**src/rtl/stride_pkg.sv**
```systemverilog
package stride_pkg;
  typedef enum logic [0:0] {
    HIST_FIRST = 1'b0,
    HIST_READY = 1'b1
  } hist_e;
endpackage

```
**src/rtl/stride_lru.sv**
```systemverilog
module stride_lru #(
  parameter int unsigned DEPTH = 10,
  localparam int unsigned IDX_W = (DEPTH > 1) ? $clog2(DEPTH) : 1
) (
  input  logic             clk_i,
  input  logic             rst_ni,
  input  logic             touch_i,
  input  logic [IDX_W-1:0] touch_idx_i,
  output logic [IDX_W-1:0] victim_idx_o,
  output logic [DEPTH-1:0] oldest_vec_o
);
  logic [IDX_W-1:0] age_q [DEPTH];
  logic [IDX_W-1:0] touch_age;

  assign touch_age = age_q[touch_idx_i];

  // ages form a permutation of 0..DEPTH-1; untouched slots drift to the top
  for (genvar g = 0; g < DEPTH; g++) begin : g_age
    always_ff @(posedge clk_i or negedge rst_ni) begin
      if (!rst_ni) begin
        age_q[g] <= IDX_W'(g);
      end else if (touch_i) begin
        if (touch_idx_i == IDX_W'(g))   age_q[g] <= '0;
        else if (age_q[g] < touch_age)  age_q[g] <= age_q[g] + 1'b1;
      end
    end
    assign oldest_vec_o[g] = (age_q[g] == IDX_W'(DEPTH - 1));
  end

  always_comb begin
    victim_idx_o = '0;
    for (int i = DEPTH - 1; i >= 0; i--) begin
      if (oldest_vec_o[i]) victim_idx_o = IDX_W'(i);
    end
  end
endmodule

```
**src/rtl/stride_table.sv**
```systemverilog
module stride_table
  import stride_pkg::*;
#(
  parameter int unsigned DEPTH  = 10,
  parameter int unsigned PC_W   = 32,
  parameter int unsigned ADDR_W = 32,
  localparam int unsigned IDX_W = (DEPTH > 1) ? $clog2(DEPTH) : 1
) (
  input  logic              clk_i,
  input  logic              rst_ni,
  input  logic [PC_W-1:0]   lookup_pc_i,
  output logic              hit_o,
  output logic [IDX_W-1:0]  hit_idx_o,
  output logic [DEPTH-1:0]  match_vec_o,
  output logic [ADDR_W-1:0] hit_last_o,
  output logic [ADDR_W-1:0] hit_delta_o,
  output hist_e             hit_state_o,
  input  logic              wr_en_i,
  input  logic [IDX_W-1:0]  wr_idx_i,
  input  logic [PC_W-1:0]   wr_pc_i,
  input  logic [ADDR_W-1:0] wr_last_i,
  input  logic [ADDR_W-1:0] wr_delta_i,
  input  hist_e             wr_state_i
);
  logic              vld_q   [DEPTH];
  logic [PC_W-1:0]   pc_q    [DEPTH];
  logic [ADDR_W-1:0] last_q  [DEPTH];
  logic [ADDR_W-1:0] delta_q [DEPTH];
  hist_e             state_q [DEPTH];

  for (genvar g = 0; g < DEPTH; g++) begin : g_ent
    always_ff @(posedge clk_i or negedge rst_ni) begin
      if (!rst_ni) begin
        vld_q[g]   <= 1'b0;
        pc_q[g]    <= '0;
        last_q[g]  <= '0;
        delta_q[g] <= '0;
        state_q[g] <= HIST_FIRST;
      end else if (wr_en_i && wr_idx_i == IDX_W'(g)) begin
        vld_q[g]   <= 1'b1;
        pc_q[g]    <= wr_pc_i;
        last_q[g]  <= wr_last_i;
        delta_q[g] <= wr_delta_i;
        state_q[g] <= wr_state_i;
      end
    end
    assign match_vec_o[g] = vld_q[g] && (pc_q[g] == lookup_pc_i);
  end

  always_comb begin
    hit_idx_o = '0;
    for (int i = DEPTH - 1; i >= 0; i--) begin
      if (match_vec_o[i]) hit_idx_o = IDX_W'(i);
    end
  end

  assign hit_o       = |match_vec_o;
  assign hit_last_o  = last_q[hit_idx_o];
  assign hit_delta_o = delta_q[hit_idx_o];
  assign hit_state_o = state_q[hit_idx_o];
endmodule

```
**src/rtl/stride_decide.sv**
```systemverilog
module stride_decide
  import stride_pkg::*;
#(
  parameter int unsigned ADDR_W      = 32,
  parameter int unsigned BLOCK_BYTES = 32
) (
  input  logic              hit_i,
  input  hist_e             state_i,
  input  logic [ADDR_W-1:0] last_i,
  input  logic [ADDR_W-1:0] prev_delta_i,
  input  logic [ADDR_W-1:0] addr_i,
  output logic              alloc_o,
  output logic [ADDR_W-1:0] stride_o,
  output logic [ADDR_W-1:0] new_delta_o,
  output hist_e             new_state_o
);
  localparam logic signed [ADDR_W-1:0] BLK  = ADDR_W'(BLOCK_BYTES);
  localparam logic signed [ADDR_W-1:0] NBLK = -BLK;

  logic signed [ADDR_W-1:0] delta;
  logic signed [ADDR_W-1:0] clamped;

  assign delta = addr_i - last_i;

  always_comb begin
    if (delta > NBLK && delta < BLK) clamped = delta[ADDR_W-1] ? NBLK : BLK;
    else                             clamped = delta;
  end

  always_comb begin
    alloc_o     = 1'b0;
    stride_o    = BLK;
    new_delta_o = '0;
    new_state_o = HIST_FIRST;
    if (!hit_i) begin
      alloc_o = 1'b1;
    end else if (state_i == HIST_FIRST) begin
      new_delta_o = delta;
      new_state_o = HIST_READY;
    end else begin
      alloc_o     = (delta == prev_delta_i);
      stride_o    = clamped;
      new_delta_o = delta;
      new_state_o = HIST_READY;
    end
  end
endmodule

```
**src/rtl/stride_predictor.sv**
```systemverilog
module stride_predictor
  import stride_pkg::*;
#(
  parameter int unsigned PC_W        = 32,
  parameter int unsigned ADDR_W      = 32,
  parameter int unsigned DEPTH       = 10,
  parameter int unsigned BLOCK_BYTES = 32
) (
  input  logic              clk_i,
  input  logic              rst_ni,
  input  logic              miss_valid_i,
  input  logic [PC_W-1:0]   miss_pc_i,
  input  logic [ADDR_W-1:0] miss_addr_i,
  output logic              alloc_o,
  output logic [ADDR_W-1:0] alloc_addr_o,
  output logic [ADDR_W-1:0] alloc_stride_o
);
  localparam int unsigned IDX_W = (DEPTH > 1) ? $clog2(DEPTH) : 1;

  logic              hit;
  logic [IDX_W-1:0]  hit_idx;
  logic [IDX_W-1:0]  victim_idx;
  logic [IDX_W-1:0]  wr_idx;
  logic [DEPTH-1:0]  match_vec;
  logic [DEPTH-1:0]  oldest_vec;
  logic [ADDR_W-1:0] hit_last;
  logic [ADDR_W-1:0] hit_delta;
  hist_e             hit_state;
  logic              dec_alloc;
  logic [ADDR_W-1:0] dec_stride;
  logic [ADDR_W-1:0] dec_delta;
  hist_e             dec_state;

  assign wr_idx = hit ? hit_idx : victim_idx;

  stride_table #(.DEPTH(DEPTH), .PC_W(PC_W), .ADDR_W(ADDR_W)) u_table (
    .clk_i       (clk_i),
    .rst_ni      (rst_ni),
    .lookup_pc_i (miss_pc_i),
    .hit_o       (hit),
    .hit_idx_o   (hit_idx),
    .match_vec_o (match_vec),
    .hit_last_o  (hit_last),
    .hit_delta_o (hit_delta),
    .hit_state_o (hit_state),
    .wr_en_i     (miss_valid_i),
    .wr_idx_i    (wr_idx),
    .wr_pc_i     (miss_pc_i),
    .wr_last_i   (miss_addr_i),
    .wr_delta_i  (dec_delta),
    .wr_state_i  (dec_state)
  );

  stride_lru #(.DEPTH(DEPTH)) u_lru (
    .clk_i        (clk_i),
    .rst_ni       (rst_ni),
    .touch_i      (miss_valid_i),
    .touch_idx_i  (wr_idx),
    .victim_idx_o (victim_idx),
    .oldest_vec_o (oldest_vec)
  );

  stride_decide #(.ADDR_W(ADDR_W), .BLOCK_BYTES(BLOCK_BYTES)) u_decide (
    .hit_i        (hit),
    .state_i      (hit_state),
    .last_i       (hit_last),
    .prev_delta_i (hit_delta),
    .addr_i       (miss_addr_i),
    .alloc_o      (dec_alloc),
    .stride_o     (dec_stride),
    .new_delta_o  (dec_delta),
    .new_state_o  (dec_state)
  );

  always_ff @(posedge clk_i or negedge rst_ni) begin
    if (!rst_ni) begin
      alloc_o        <= 1'b0;
      alloc_addr_o   <= '0;
      alloc_stride_o <= '0;
    end else begin
      alloc_o <= miss_valid_i && dec_alloc;
      if (miss_valid_i && dec_alloc) begin
        alloc_addr_o   <= miss_addr_i + dec_stride;
        alloc_stride_o <= dec_stride;
      end
    end
  end
endmodule

```
**config.mk**
```make
export PLATFORM = sky130hd
export DESIGN_NAME = stride_predictor
export DESIGN_NICKNAME = d
export VERILOG_FILES = /design/src/rtl/stride_pkg.sv /design/src/rtl/stride_lru.sv /design/src/rtl/stride_table.sv /design/src/rtl/stride_decide.sv /design/src/rtl/stride_predictor.sv
export SDC_FILE = /design/constraint.sdc
export NUM_CORES = 2
export LEC_CHECK = 0
export BUFFER_PORTS_ARGS = -buffer_cell sky130_fd_sc_hd__buf_4
export CAP_MARGIN = 20
export CORE_ASPECT_RATIO = 1.2
export CORE_UTILIZATION = 33
export DETAILED_ROUTE_END_ITERATION = 10
export PLACE_DENSITY = 0.52
export SYNTH_ARGS = -nofsm -noshare
export SYNTH_HDL_FRONTEND = slang
export SYNTH_HIERARCHICAL = 1
export SYNTH_SLANG_ARGS = --single-unit
export TNS_END_PERCENT = 20
```
**constraint.sdc**
```tcl
create_clock -name clk_i -period 8.59 [get_ports clk_i]
set_clock_uncertainty 0.15 [all_clocks]
set_input_delay 1.718 -clock clk_i [delete_from_list [all_inputs] [get_ports clk_i]]
set_output_delay 1.718 -clock clk_i [all_outputs]
set_load 0.02 [all_outputs]
```
# --- Yosys cells after proc, flatten, opt, wreduce, memory -nomap -nowiden ---
# Cells that the tools add are included.
classes:
  add_sub_neg: 12
  n_mul: 0
  div: 0
  order_cmp: 14
  eq_ne: 30
  shifts: 0
  mux: 61
  n_bitwise: 2
  n_reduce_logical: 44
ops:
  columns: ["op", "count"]
  rows:
  - ["$eq 32x32->1", 11]
  - ["$mux 32", 9]
  - ["$bmux 32 s4", 2]
  - ["$mux 4", 43]
  - ["$eq 4x4->1 const B", 12]
  - ["$add 4x1->4 const B", 10]
  - ["$lt 4x4->1", 10]
  - ["$add 32x32->32", 1]
  - ["$gt 32x6->1 const B", 1]
  - ["$lt 32x7->1 const B", 1]
  - ["$sub 32x32->32", 1]
  - ["$logic_and 1x1->1", 22]
  - ["$reduce_and 2->1", 10]
  - ["$reduce_bool 2->1", 10]
  - ["$bmux 4 s4", 1]
  - ["$eq 4x3->1 const B", 4]
  - ["$ge 5x5->1 const B", 2]
  - ["$not 4->5", 2]
  - ["$reduce_or 10->1", 1]
  - ["$eq 4x2->1 const B", 2]
  - ["$mux 1", 5]
  - ["$bmux 1 s4", 1]
  - ["$eq 4x1->1 const B", 1]
  - ["$logic_not 4->1", 1]
word_totals:
  register_bits: 1085
  latchBits: 0
  ram_bits: 0
  romBits: 0
  inputBits: 67
  out_inout_bits: 65
  elab_cells: 226
  memories: 0

# --- Longest topological paths before layout ---
depth:
  word_depth: 23
  ltp_mapped: 39
  depth_no_buf: 32

# --- By module ---
# Netlist, hierarchy kept.
by_module_without_submodules:
  columns: ["module", "instances", "cells_per_inst", "area_per_inst_um2", "seq_area_each_um2"]
  rows:
  - ["stride_table", 1, 4118, 49433.7, 24523.5]
  - ["stride_predictor", 1, 513, 4257.8, 1626.6]
  - ["stride_lru", 1, 412, 3813.7, 1019.7]
  - ["stride_decide", 1, 558, 3609.7, 0.0]

# --- Least setup slack after synthesis ---
# OpenSTA, ideal clock, no wires.
synth_timing:
  path_type: "input to register"
  from: "input port miss_pc_i[5]"
  to: "register alloc_addr_o[18]"
  setup_time_ps: 126
  arrival_ps: 8907
  required_time_ps: 8314
  path_slack_ps: -593
  cell_stages: 35
  n_path_buf: 4
  path_cell_list: "buf_2 > xor2_1 > nor4_1 > nand4_1 > nor4_2 > o211ai_1 > nor4_4 > buf_4 > buf_2 > nand4_1 > o2111ai_1 > nor3_1 > a211oi_2 > ha_1 > inv_1 > fa_1 > a21o_1 > a221oi_2 > a2111o_1 > nand2b_1 > xnor2_2 > o211ai_1 > or4_1 > o31ai_2 > buf_2 > nor3_1 > ha_1 > fa_1 > a21oi_1 > nand4b_1 > a21oi_2 > nor2_1 > o21ai_2 > a21o_1 > a221o_1"
synth_between:
  elab_chain_len: 23
  word_cells_on_any_way: 54
  cone_classes: "add/sub (2); order compare (2); eq/ne (11); mux (25); bitwise (1); reduce/logical (13)"
synth_lines:
  columns: ["item", "line_no", "source"]
  rows:
  - ["start, declared", "stride_predictor.sv:12", "input logic [PC_W-1:0] miss_pc_i,"]
  - ["$eq 32x32->1", "stride_table.sv:47", "assign match_vec_o[g] = vld_q[g] && (pc_q[g] == lookup_pc_i);"]
  - ["$logic_and 1x1->1", "stride_table.sv:47", null]
  - ["$mux 4 (9 in series)", "stride_table.sv:53", "if (match_vec_o[i]) hit_idx_o = IDX_W'(i);"]
  - ["$mux 4 *", "stride_table.sv:53", null]
  - ["$not 4->5 (implied by the code) *", "stride_table.sv:58", "assign hit_last_o = last_q[hit_idx_o];"]
  - ["$bmux 32 s4 *", "stride_table.sv:58", null]
  - ["$mux 32 (implied by the code) * (2 in series)", "stride_table.sv:58", null]
  - ["net hit_last[0]", "stride_predictor.sv:26", "logic [ADDR_W-1:0] hit_last;"]
  - ["$sub 32x32->32 *", "stride_decide.sv:23", "assign delta = addr_i - last_i;"]
  - ["$gt 32x6->1 or $lt 32x7->1 (tied branches)", "stride_decide.sv:26", "if (delta > NBLK && delta < BLK) clamped = delta[ADDR_W-1] ? NBLK : BLK;"]
  - ["$logic_and 1x1->1", "stride_decide.sv:26", null]
  - ["$mux 32 *", "stride_decide.sv:26", null]
  - ["$mux 32 *", "stride_decide.sv:37", "end else if (state_i == HIST_FIRST) begin"]
  - ["$mux 32 *", "stride_decide.sv:35", "if (!hit_i) begin"]
  - ["net dec_stride[0]", "stride_predictor.sv:30", "logic [ADDR_W-1:0] dec_stride;"]
  - ["$add 32x32->32 *", "stride_predictor.sv:83", "alloc_addr_o <= miss_addr_i + dec_stride;"]
  - ["end signal, assigned", "stride_predictor.sv:83", null]
  - ["end, declared", "stride_predictor.sv:15", "output logic [ADDR_W-1:0] alloc_addr_o,"]
# Mark *: on every way through the listed nets, which the timed path passes. The rest lies on a longest branch. The select of a mux whose other input is x is not followed.
# A chain may end at the register's enable or synchronous reset.

# --- Worst setup path in the final report ---
layout_timing:
  from: "input port miss_pc_i[13]"
  to: "register alloc_addr_o[16]"
layout_between:
  elab_chain_len: 23
  word_cells_on_any_way: 54
  cone_classes: "add/sub (2); order compare (2); eq/ne (11); mux (25); bitwise (1); reduce/logical (13)"
layout_lines:
  columns: ["item", "line_no"]
  rows:
  - ["$eq 32x32->1", "stride_table.sv:47"]
  - ["$logic_and 1x1->1", "stride_table.sv:47"]
  - ["$mux 4 (9 in series)", "stride_table.sv:53"]
  - ["$mux 4 *", "stride_table.sv:53"]
  - ["$not 4->5 (implied by the code) *", "stride_table.sv:58"]
  - ["$bmux 32 s4 *", "stride_table.sv:58"]
  - ["$mux 32 (implied by the code) * (2 in series)", "stride_table.sv:58"]
  - ["net hit_last[4]", "stride_predictor.sv:26"]
  - ["$sub 32x32->32 *", "stride_decide.sv:23"]
  - ["$gt 32x6->1 or $lt 32x7->1 (tied branches)", "stride_decide.sv:26"]
  - ["$logic_and 1x1->1 *", "stride_decide.sv:26"]
  - ["$mux 32 *", "stride_decide.sv:26"]
  - ["$mux 32 *", "stride_decide.sv:37"]
  - ["$mux 32 *", "stride_decide.sv:35"]
  - ["net dec_stride[0]", "stride_predictor.sv:30"]
  - ["$add 32x32->32 *", "stride_predictor.sv:83"]
# Marks and branches as above.

==> results.yml <==
route:
  via_per_inst: 5.42
  postRouteAntennaNets: 0
  first_iter_violations: 2913
  drc: 0
  wl_per_cell_um: 24.3
  drt-total-wl_um: 216000
  firstDrtPassIters: 9
  vias: 48197
timing:
  drv_slew: 0
  setup_viol: 27
  finalCritPeriodShare_pct: 106
  worst_slack_ps: -498
  worstMarginPinSlew_ps: 1080
  hold_viol: 0
  rsz0062_at_grt: "true"
  final.setup.tns_ps: -9300
  min_period_ps: 9090
  max_clock_freq_mhz: 110
  slew_headroom_pct: 27.9
die:
  die_h_um: 473
  ios: 132
  chipWidth_um: 395
  dieArea_mm2: 0.187
  rows: 172
  design.core.area_mm2: 0.184
  initial_core_util_pct: 33.3
critical_path:
  path_common_cell: "buf_12"
  crit_path_max_incr_delay_ps: 620
  critPathRequiredTime_ps: 9090
  crit_fanout: 6
  crit_arrival_ps: 9590
  slowest_stage: "or4_4"
  worstSetupStartpointType: "primary input"
  worstSetupEndpointType: "register"
  worstSetupPathType: "primary input to register"
grt:
  antenna_found_initial: 4
  gr-total-overflow: 0
  track_usage_pct: 22.9
  grt_pass1_vias: 49402
  grt_max_degree: 147
  grt_pass1_wl_um: 325000
placement:
  dpl_cell_area_mm2: 0.0709
  dp.cells: 8548
  hpwl_um: 147000
  gp_routability_congestion: 0.933
  io_buffers: 131
power_and_ir_drop:
  seq_power_share_pct: 42.0
  power.leakage_nw: 36.4
  p_per_area_mw_per_mm2: 157
  internal_power_mw: 9.07
  peakVddDrop_uv: 181
  p_sw_mw: 3.30
  power.share.clock_pct: 43.8
  p_sw_share_pct: 26.7
  combPwrFrac_pct: 14.2
logic_synthesis:
  syn-num-nets: 5777
  synth_cells: 5596
  syn_avg_cell_area_um2: 10.9
  ys_warn_count: 6
  synth_area_mm2: 0.0611
cts:
  clock_sinks: 1085
  holdBufCountCts: 0
  insertion_delay_ps: 790
  path_clk_slew_ps: 60
  cts_buffers: 119
  cts_tree: "done"
  clockBufferDepth: 3
  htree_levels: 3
  root_buffer: "clkbuf_16"
layout:
  layout_common_cells: "1070 x dfrtp_1, 976 x mux2_2, 942 x buf_4"
  area_delta_synth_final_pct: 28.9
  fillers: 17393
  layout-drive-gt1-share_pct: 44.4
  stdcell_count: 8892
  design_area_mm2: 0.0788
  nets: 6537
  final_util_pct: 42.9
  final_common_cell: "dfrtp_1"
job:
  maxCapViolCount: 0
status:
  status: "complete, but fails checks"
  violations: "setup timing"
worst_hold_path:
  worstHoldPathType: "register to register"
power groups by stage:
stage	sequential (mW)	clock, mW	combinational [mW]
final	5.19	5.42	1.76
after global routing	5.19	5.73	1.87
after CTS	5.19	5.55	1.69
after detailed placement	5.28	0	1.55
after global placement	5.28	0	1.56
after floorplan	5.29	0	0.656
layer usage:
layer  routed length (µm)  global-route usage, %
met2               105000                   39.2
met1                92700                   29.6
met3                 9650                   2.57
met5                    0                      0
met4                 8310                   8.51
cell type report:
type                            count  area [µm²]  share of cell area [%]
Clock inverter                     44         618                   0.785
Clock buffer                      175        3500                    4.44
Tap cell                         2436        3050                    3.87
Antenna cell                        2        5.00                 0.00635
Multi-Input combinational cell   3824       33400                    42.4
Inverter                          206         776                   0.985
Timing Repair Buffer             1120       10200                    13.0
Sequential cell                  1085       27200                    34.5
metrics by stage:
| step | setup slack, ps | total power, mW | hold WS [ps] |
|---|---|---|---|
| floorplan | -306 | 5.95 | 298 |
| global placement | -2090 | 6.84 | 312 |
| detailed placement | -2070 | 6.84 | 315 |
| CTS | -310 | 12.4 | 330 |
| global route | -685 | 12.8 | 356 |
| finish | -498 | 12.4 | 322 |
final timing paths:
check                                   startpoint                  end  slack, ps  depth (start not counted)
min in group asynchronous                   rst_ni  u_table/last_q[244]        830                          1
max in group asynchronous                   rst_ni  u_table/delta_q[14]       5700                          3
worst min-delay path            alloc_stride_o[12]   alloc_stride_o[12]        320                          2
worst max register to register    u_table/pc_q[96]     alloc_addr_o[16]        210                         40
worst max-delay path                 miss_pc_i[13]     alloc_addr_o[16]       -500                         41
worst min register to register  alloc_stride_o[12]   alloc_stride_o[12]        320                          2
what timing repair did:
action	CTS	global route
gates cloned	10	0
endpoints found under the setup margin	65	65
setup buffers	92	29
gates resized for setup	315	143
pin swaps	115	95
critical path, delay by kind of cell:
| kind | cells | cell delay (ps) |
|---|---|---|
| compound gates | 11 | 2140 |
| xor+xnor | 2 | 330 |
| fa+ha+maj | 3 | 840 |
| buf+inv | 12 | 1610 |
| mux | 1 | 260 |
| simple gates | 12 | 2650 |
registers in the layout, summed over array words and instances (netlist names):
register,cells
u_lru/age_q,40
alloc_o,1
u_table/pc_q,320
u_table/state_q,10
u_table/delta_q,320
alloc_addr_o,32
u_table/last_q,320
alloc_stride_o,32
u_table/vld_q,10
Note: power is estimated with default switching activity, not from simulation.
